==> config.mk <==
export PLATFORM = sky130hd
export DESIGN_NAME = ps2_dual_regif
export DESIGN_NICKNAME = d
export VERILOG_FILES = /design/src/rtl/ps2r_pkg.sv /design/src/rtl/ps2r_access.sv /design/src/rtl/ps2r_port.sv /design/src/rtl/ps2_dual_regif.sv
export SDC_FILE = /design/constraint.sdc
export NUM_CORES = 1
export LEC_CHECK = 0
export ABC_AREA = 1
export CORE_MARGIN = 5
export CORE_UTILIZATION = 49
export CTS_CLUSTER_DIAMETER = 30
export DETAILED_ROUTE_END_ITERATION = 7
export DONT_BUFFER_PORTS = 1
export MAX_ROUTING_LAYER = met4
export SLEW_MARGIN = 0
export SYNTH_ARGS = -nofsm -noshare
export SYNTH_HDL_FRONTEND = slang
export SYNTH_SLANG_ARGS = --single-unit
==> constraint.sdc <==
create_clock -name clk -period 1.71 [get_ports clk]
set_clock_uncertainty 0.1 [all_clocks]
set_input_delay 0.2565 -clock clk [delete_from_list [all_inputs] [get_ports clk]]
set_output_delay 0.2565 -clock clk [all_outputs]
set_load 0.1 [all_outputs]
==> src/rtl/ps2r_pkg.sv <==
package ps2r_pkg;

    typedef enum logic [1:0] {
        OFF_ID   = 2'd0,
        OFF_DATA = 2'd1,
        OFF_CTRL = 2'd2,
        OFF_STAT = 2'd3
    } reg_off_e;

    localparam int CB_EN   = 0;
    localparam int CB_LOOP = 1;
    localparam int CB_DIAG = 5;
    localparam int CB_DDIR = 6;
    localparam int CB_CDIR = 7;

    localparam int SB_RXNE = 0;
    localparam int SB_IRQ  = 4;
    localparam int SB_DSHD = 6;
    localparam int SB_CSHD = 7;

    typedef enum logic {
        LB_EMPTY = 1'b0,
        LB_FULL  = 1'b1
    } lb_state_e;

    typedef enum logic {
        ACC_IDLE = 1'b0,
        ACC_RESP = 1'b1
    } acc_state_e;

endpackage

==> src/rtl/ps2r_access.sv <==
module ps2r_access
    import ps2r_pkg::*;
#(
    parameter int NPORTS   = 2,
    parameter int DW       = 8,
    parameter int WIN_BITS = 8,
    localparam int PSEL_W  = (NPORTS > 1) ? $clog2(NPORTS) : 1,
    localparam int ADDR_W  = WIN_BITS + PSEL_W
) (
    input  logic                   clk,
    input  logic                   rst_n,
    input  logic                   req_valid,
    input  logic                   req_write,
    input  logic [ADDR_W-1:0]      req_addr,
    output logic [NPORTS-1:0]      port_sel,
    output reg_off_e               off,
    output logic                   rd_stb,
    output logic                   wr_stb,
    input  logic [NPORTS*DW-1:0]   port_rdata,
    output logic                   rsp_valid,
    output logic [DW-1:0]          rsp_rdata
);

    acc_state_e state_q, state_d;
    logic [DW-1:0] rdata_q;
    logic [PSEL_W-1:0] pidx;

    assign pidx   = req_addr[WIN_BITS +: PSEL_W];
    assign off    = reg_off_e'(req_addr[3:2]);
    assign rd_stb = req_valid && !req_write;
    assign wr_stb = req_valid && req_write;

    always_comb begin
        for (int i = 0; i < NPORTS; i++) begin
            port_sel[i] = (int'(pidx) == i);
        end
    end

    always_comb begin
        state_d = state_q;
        unique case (state_q)
            ACC_IDLE: state_d = rd_stb ? ACC_RESP : ACC_IDLE;
            ACC_RESP: state_d = rd_stb ? ACC_RESP : ACC_IDLE;
            default:  state_d = ACC_IDLE;
        endcase
    end

    always_ff @(posedge clk) begin
        if (!rst_n) begin
            state_q <= ACC_IDLE;
            rdata_q <= '0;
        end else begin
            state_q <= state_d;
            if (rd_stb) begin
                rdata_q <= '0;
                for (int i = 0; i < NPORTS; i++) begin
                    if (port_sel[i]) rdata_q <= port_rdata[i*DW +: DW];
                end
            end
        end
    end

    always_comb begin
        rsp_valid = (state_q == ACC_RESP);
        rsp_rdata = (state_q == ACC_RESP) ? rdata_q : '0;
    end

    assert_rsp_after_read_R1: assert property (@(posedge clk) disable iff (!rst_n)
        rsp_valid |-> $past(req_valid && !req_write));

    assert_read_answered_R1: assert property (@(posedge clk) disable iff (!rst_n)
        (req_valid && !req_write) |=> rsp_valid);

endmodule

==> src/rtl/ps2r_port.sv <==
module ps2r_port
    import ps2r_pkg::*;
#(
    parameter int PORT_ID = 0,
    parameter int DW      = 8
) (
    input  logic          clk,
    input  logic          rst_n,
    input  logic          sel,
    input  logic          rd_stb,
    input  logic          wr_stb,
    input  reg_off_e      off,
    input  logic [DW-1:0] wdata,
    output logic [DW-1:0] rdata,
    input  logic          dev_rx_valid,
    input  logic [DW-1:0] dev_rx_data,
    output logic          dev_rx_ready,
    output logic          dev_tx_valid,
    output logic [DW-1:0] dev_tx_data,
    input  logic          dev_irq,
    input  logic          irq_any,
    output logic          port_irq
);

    logic [DW-1:0] ctrl_q;
    logic [DW-1:0] lb_buf_q;
    lb_state_e     lb_state_q, lb_state_d;
    logic          loop_on, lb_push, lb_pop, lb_full;
    logic          data_wr, data_rd, ctrl_wr;
    logic [DW-1:0] status;

    assign loop_on = ctrl_q[CB_LOOP];
    assign data_wr = sel && wr_stb && (off == OFF_DATA);
    assign data_rd = sel && rd_stb && (off == OFF_DATA);
    assign ctrl_wr = sel && wr_stb && (off == OFF_CTRL);
    assign lb_push = data_wr && loop_on;
    assign lb_pop  = data_rd && loop_on;

    always_ff @(posedge clk) begin
        if (!rst_n) begin
            ctrl_q   <= '0;
            lb_buf_q <= '0;
        end else begin
            if (ctrl_wr) ctrl_q <= wdata;
            if (lb_push) lb_buf_q <= wdata;
        end
    end

    always_comb begin
        lb_state_d = lb_state_q;
        unique case (lb_state_q)
            LB_EMPTY: if (lb_push) lb_state_d = LB_FULL;
            LB_FULL:  if (lb_pop)  lb_state_d = LB_EMPTY;
            default:  lb_state_d = LB_EMPTY;
        endcase
    end

    always_ff @(posedge clk) begin
        if (!rst_n) lb_state_q <= LB_EMPTY;
        else        lb_state_q <= lb_state_d;
    end

    always_comb begin
        lb_full      = (lb_state_q == LB_FULL);
        port_irq     = loop_on ? lb_full : dev_irq;
        dev_rx_ready = data_rd && !loop_on;
        dev_tx_valid = data_wr && !loop_on;
        dev_tx_data  = dev_tx_valid ? wdata : '0;
    end

    always_comb begin
        status = '0;
        status[SB_DSHD] = !(ctrl_q[CB_DIAG] && !ctrl_q[CB_DDIR]);
        status[SB_CSHD] = !(ctrl_q[CB_DIAG] && !ctrl_q[CB_CDIR]);
        status[SB_RXNE] = loop_on ? lb_full : dev_rx_valid;
        status[SB_IRQ]  = irq_any;
    end

    always_comb begin
        rdata = '0;
        unique case (off)
            OFF_ID:   rdata = DW'(PORT_ID);
            OFF_DATA: begin
                if (loop_on)           rdata = lb_buf_q;
                else if (dev_rx_valid) rdata = dev_rx_data;
                else                   rdata = '0;
            end
            OFF_CTRL: rdata = ctrl_q;
            OFF_STAT: rdata = status;
            default:  rdata = '0;
        endcase
    end

    assert_lb_fill_R6: assert property (@(posedge clk) disable iff (!rst_n)
        lb_push |=> (lb_state_q == LB_FULL) && port_irq);

    assert_lb_drain_R7: assert property (@(posedge clk) disable iff (!rst_n)
        lb_pop |=> (lb_state_q == LB_EMPTY) && !port_irq);

    assert_ctrl_keep_R3: assert property (@(posedge clk) disable iff (!rst_n)
        ctrl_wr |=> ctrl_q == $past(wdata));

    assert_ctrl_stable_R4: assert property (@(posedge clk) disable iff (!rst_n)
        !ctrl_wr |=> $stable(ctrl_q));

endmodule

==> src/rtl/ps2_dual_regif.sv <==
module ps2_dual_regif
    import ps2r_pkg::*;
#(
    parameter int NPORTS   = 2,
    parameter int DW       = 8,
    parameter int WIN_BITS = 8
) (
    input  logic                                  clk,
    input  logic                                  rst_n,
    input  logic                                  req_valid,
    input  logic                                  req_write,
    input  logic [WIN_BITS+$clog2(NPORTS)-1:0]    req_addr,
    input  logic [DW-1:0]                         req_wdata,
    output logic                                  rsp_valid,
    output logic [DW-1:0]                         rsp_rdata,
    input  logic [NPORTS-1:0]                     dev_rx_valid,
    input  logic [NPORTS*DW-1:0]                  dev_rx_data,
    output logic [NPORTS-1:0]                     dev_rx_ready,
    output logic [NPORTS-1:0]                     dev_tx_valid,
    output logic [NPORTS*DW-1:0]                  dev_tx_data,
    input  logic [NPORTS-1:0]                     dev_irq,
    output logic                                  irq
);

    logic [NPORTS-1:0]    port_sel;
    logic [NPORTS-1:0]    port_irq;
    logic [NPORTS*DW-1:0] port_rdata;
    reg_off_e             off;
    logic                 rd_stb, wr_stb;
    logic                 irq_any;

    ps2r_access #(
        .NPORTS   (NPORTS),
        .DW       (DW),
        .WIN_BITS (WIN_BITS)
    ) u_access (
        .clk        (clk),
        .rst_n      (rst_n),
        .req_valid  (req_valid),
        .req_write  (req_write),
        .req_addr   (req_addr),
        .port_sel   (port_sel),
        .off        (off),
        .rd_stb     (rd_stb),
        .wr_stb     (wr_stb),
        .port_rdata (port_rdata),
        .rsp_valid  (rsp_valid),
        .rsp_rdata  (rsp_rdata)
    );

    assign irq_any = |port_irq;
    assign irq     = irq_any;

    for (genvar g = 0; g < NPORTS; g++) begin : g_port
        ps2r_port #(
            .PORT_ID (g),
            .DW      (DW)
        ) u_port (
            .clk          (clk),
            .rst_n        (rst_n),
            .sel          (port_sel[g]),
            .rd_stb       (rd_stb),
            .wr_stb       (wr_stb),
            .off          (off),
            .wdata        (req_wdata),
            .rdata        (port_rdata[g*DW +: DW]),
            .dev_rx_valid (dev_rx_valid[g]),
            .dev_rx_data  (dev_rx_data[g*DW +: DW]),
            .dev_rx_ready (dev_rx_ready[g]),
            .dev_tx_valid (dev_tx_valid[g]),
            .dev_tx_data  (dev_tx_data[g*DW +: DW]),
            .dev_irq      (dev_irq[g]),
            .irq_any      (irq_any),
            .port_irq     (port_irq[g])
        );
    end

    assert_strobe_onehot_R1: assert property (@(posedge clk) disable iff (!rst_n)
        $onehot0({dev_rx_ready, dev_tx_valid}));

endmodule

==> results.cfg <==
[critical_path]
crit_type = flop to primary output
r2r_setup_slack_ns = 0.10
path_cells = nor3_4 -> inv_4 -> nor2_4 -> buf_12
required_ns = 1.35
slowest_delay_ns = 0.36
cp-startpoint = g_port[0].u_port.ctrl_q[1]$_SDFFE_PN0P_
critical-path-top-delay-family = simple AND/OR/NAND/NOR gates
r2r_start = g_port[0].u_port.ctrl_q[1]$_SDFFE_PN0P_
start_kind = flop
critPathCaptureType = primary output
r2r-end = u_access.rdata_q[5]$_SDFFE_PN0N_
crit_path_top_delay_cell = dfxtp_4
cp_num_buf_inv = 2
crit_arrival_ns = 1.37
cp.depth = 4
path_max_fanout = 8
rr_worst_depth = 10

[logic_synthesis]
synth-seq-area-share_pct = 37.9
synth_cell_type_count = 25
syn_area_mm2 = 0.00227
yosysWarnings = 0
avgSynthCellArea_um2 = 6.61
synth_cells = 344
synth_seq_cells = 43
synth_nets = 385

[timing]
clock.fmax_mhz = 581
finalWorstSetupSlack_ns = -0.0122
slew_viol_final = 0
tightest_slew_ns = 0.767
finalSetupViolCount = 8
min_period_over_period_pct = 101
grt_setup_unrepaired = yes
slew_headroom_pct = 48.7
fin_crit_ns = 1.72
hold_viol_final = 0

[drt]
wirelength_mm = 7.43
drc = 0
vias = 2411
drt_iter0_drc = 177
avgRoutedWirePerCell_um = 17.4
via_per_inst = 5.65
drtAntennaViolNets = 0
first_pass_iters = 4

[clock_tree]
numCtsBuffers = 5
cts_buffer_depth = 2
cts_tree = yes
clockRootBuffer = clkbuf_8
clock-sinks = 43
h-tree-depth = 2
clk_latency_ns = 0.30
clkSlewWorstSetupHoldPaths_ns = 0.09

[hold_path]
hold_path_depth = 2
hold_class = input pin to flop
hold_start = rst_n
hold_end = g_port[1].u_port.ctrl_q[2]$_SDFFE_PN0P_

[place]
io_buffers = 0
place_area_mm2 = 0.00292
dp_cells = 410
dp_hpwl_mm = 5.71
place.gp.congestion = 0.942

[power]
power_density_mw_per_mm2 = 640
ir_drop_uv = 436
cellLeakagePower_nw = 1.20
fin_total_pwr_mw = 2.01

[finish]
fin_util_pct = 71.0
layout.nets = 415
mostFrequentLayoutCell = nand2_1
mostFrequentLayoutCells = nand2_1 (64), o21ai_0 (44), dfxtp_1 (40)
antenna_cells = 0
drive_above_1_share_pct = 28.5
design_area_mm2 = 0.00313
finalNonFillerCells = 427
area_delta_synth_final_pct = 37.9

[run]
drv_cap = 0

[global_routing]
grt_max_degree = 25
grt_pass1_wl_mm = 11.8
overflow = 0
antenna_found_initial = 0
grt_pass1_vias = 2365
grt_use_total_pct = 25.2

[floorplan]
coreArea_mm2 = 0.00441
dieArea_mm2 = 0.00610
die_w_um = 78.1
io_pins = 71
rows = 24
start_util_pct = 51.5
die_height_um = 78.1

[outcome]
status = complete, but fails checks
violations = setup timing
-- repair_timing --
item	in CTS	in global routing
endpoints found under the setup margin	17	16
setup buffers	4	3
hold endpoints to repair	24	0
pin swaps	3	3
hold buffers	3	0
gates resized for setup	3	11
-- worst register-to-register path: stages, from the launching register on --
cell	delay, ns
dfxtp_4	0.36
buf_4	0.16
buf_4	0.16
nor2_2	0.12
buf_6	0.13
nand2_1	0.04
o21ai_0	0.07
nand2_1	0.07
nand2_1	0.09
nand2_1	0.08
a21oi_2	0.14
-- layout make-up --
cell class | count | area, um2
clock inverters | 3 | 22.5
well taps | 52 | 65.1
multi-input cells | 239 | 1330
flip-flops and latches | 43 | 872
repair buffers | 41 | 561
fillers | 370 | 1280
clock buffers | 5 | 68.8
inverters | 44 | 214
-- state kept, by name (all words and copies together), names as in the netlist --
register	count
g_port.u_port.ctrl_q	16
g_port.u_port.lb_buf_q	16
u_access.rdata_q	8
g_port.u_port.lb_full	2
u_access.rsp_valid	1
-- synthesized netlist by cell type --
| master | number | area [um2] |
|---|---|---|
| a211oi_1 | 1 | 7.51 |
| a21boi_0 | 1 | 7.51 |
| a21oi_1 | 42 | 210 |
| a22oi_1 | 3 | 22.5 |
| a31oi_1 | 1 | 6.26 |
| buf_1 | 2 | 7.51 |
| buf_2 | 2 | 10.0 |
| buf_4 | 8 | 60.1 |
| buf_6 | 2 | 22.5 |
| clkbuf_1 | 4 | 15.0 |
| dfxtp_1 | 43 | 861 |
| inv_1 | 40 | 150 |
| inv_2 | 4 | 15.0 |
| nand2_1 | 70 | 263 |
| nand2_2 | 4 | 25.0 |
| nand3_1 | 22 | 110 |
| nand3_2 | 1 | 10.0 |
| nand4_1 | 2 | 12.5 |
| nor2_1 | 34 | 128 |
| nor2_2 | 3 | 18.8 |
| nor2_4 | 4 | 45.0 |
| nor3_1 | 2 | 10.0 |
| o211ai_1 | 4 | 30.0 |
| o21ai_0 | 44 | 220 |
| o21ai_1 | 1 | 5.00 |
-- power breakdown --
group	total (mW)	switching, mW	internal [mW]
Clock	0.676	0.382	0.294
Combinational	0.308	0.213	0.0949
Sequential	1.02	0.0114	1.01
-- through the flow --
step	hold WS (ns)	setup TNS, ns	setup WS [ns]
after floorplan	0.321	-0.0682	-0.0511
after global placement	0.264	0	0.151
after detailed placement	0.266	0	0.151
after CTS	0.000726	-0.0401	-0.0131
after global routing	0.00678	-0.379	-0.0506
final	0.00215	-0.0406	-0.0122
-- how the worst max path moves through the flow --
stage                      endpoint  slack (ns)
CTS                  dev_tx_data[7]       -0.01
global route         dev_tx_data[6]       -0.05
finish               dev_tx_data[7]       -0.01
global placement    dev_tx_data[10]        0.15
detailed placement   dev_tx_data[0]        0.15
floorplan                       irq       -0.05
-- layer usage --
metal  global-route usage (%)  vias to the layer above  share of wire [%]
li1                         -                     1183                  -
met1                     30.1                     1117                 41
met2                     39.7                       92                 47
met3                     8.01                       19                9.3
met4                     9.29                        0                2.9
met5                        -                        -                  0
-- cell families after synthesis --
family | share of synthesized area, %
AO/OA/AOI/OAI | 22.4
buffers and inverters | 12.3
flip-flops | 37.9
AND/OR/NAND/NOR | 27.4
Power figures use the tool's default switching activity.
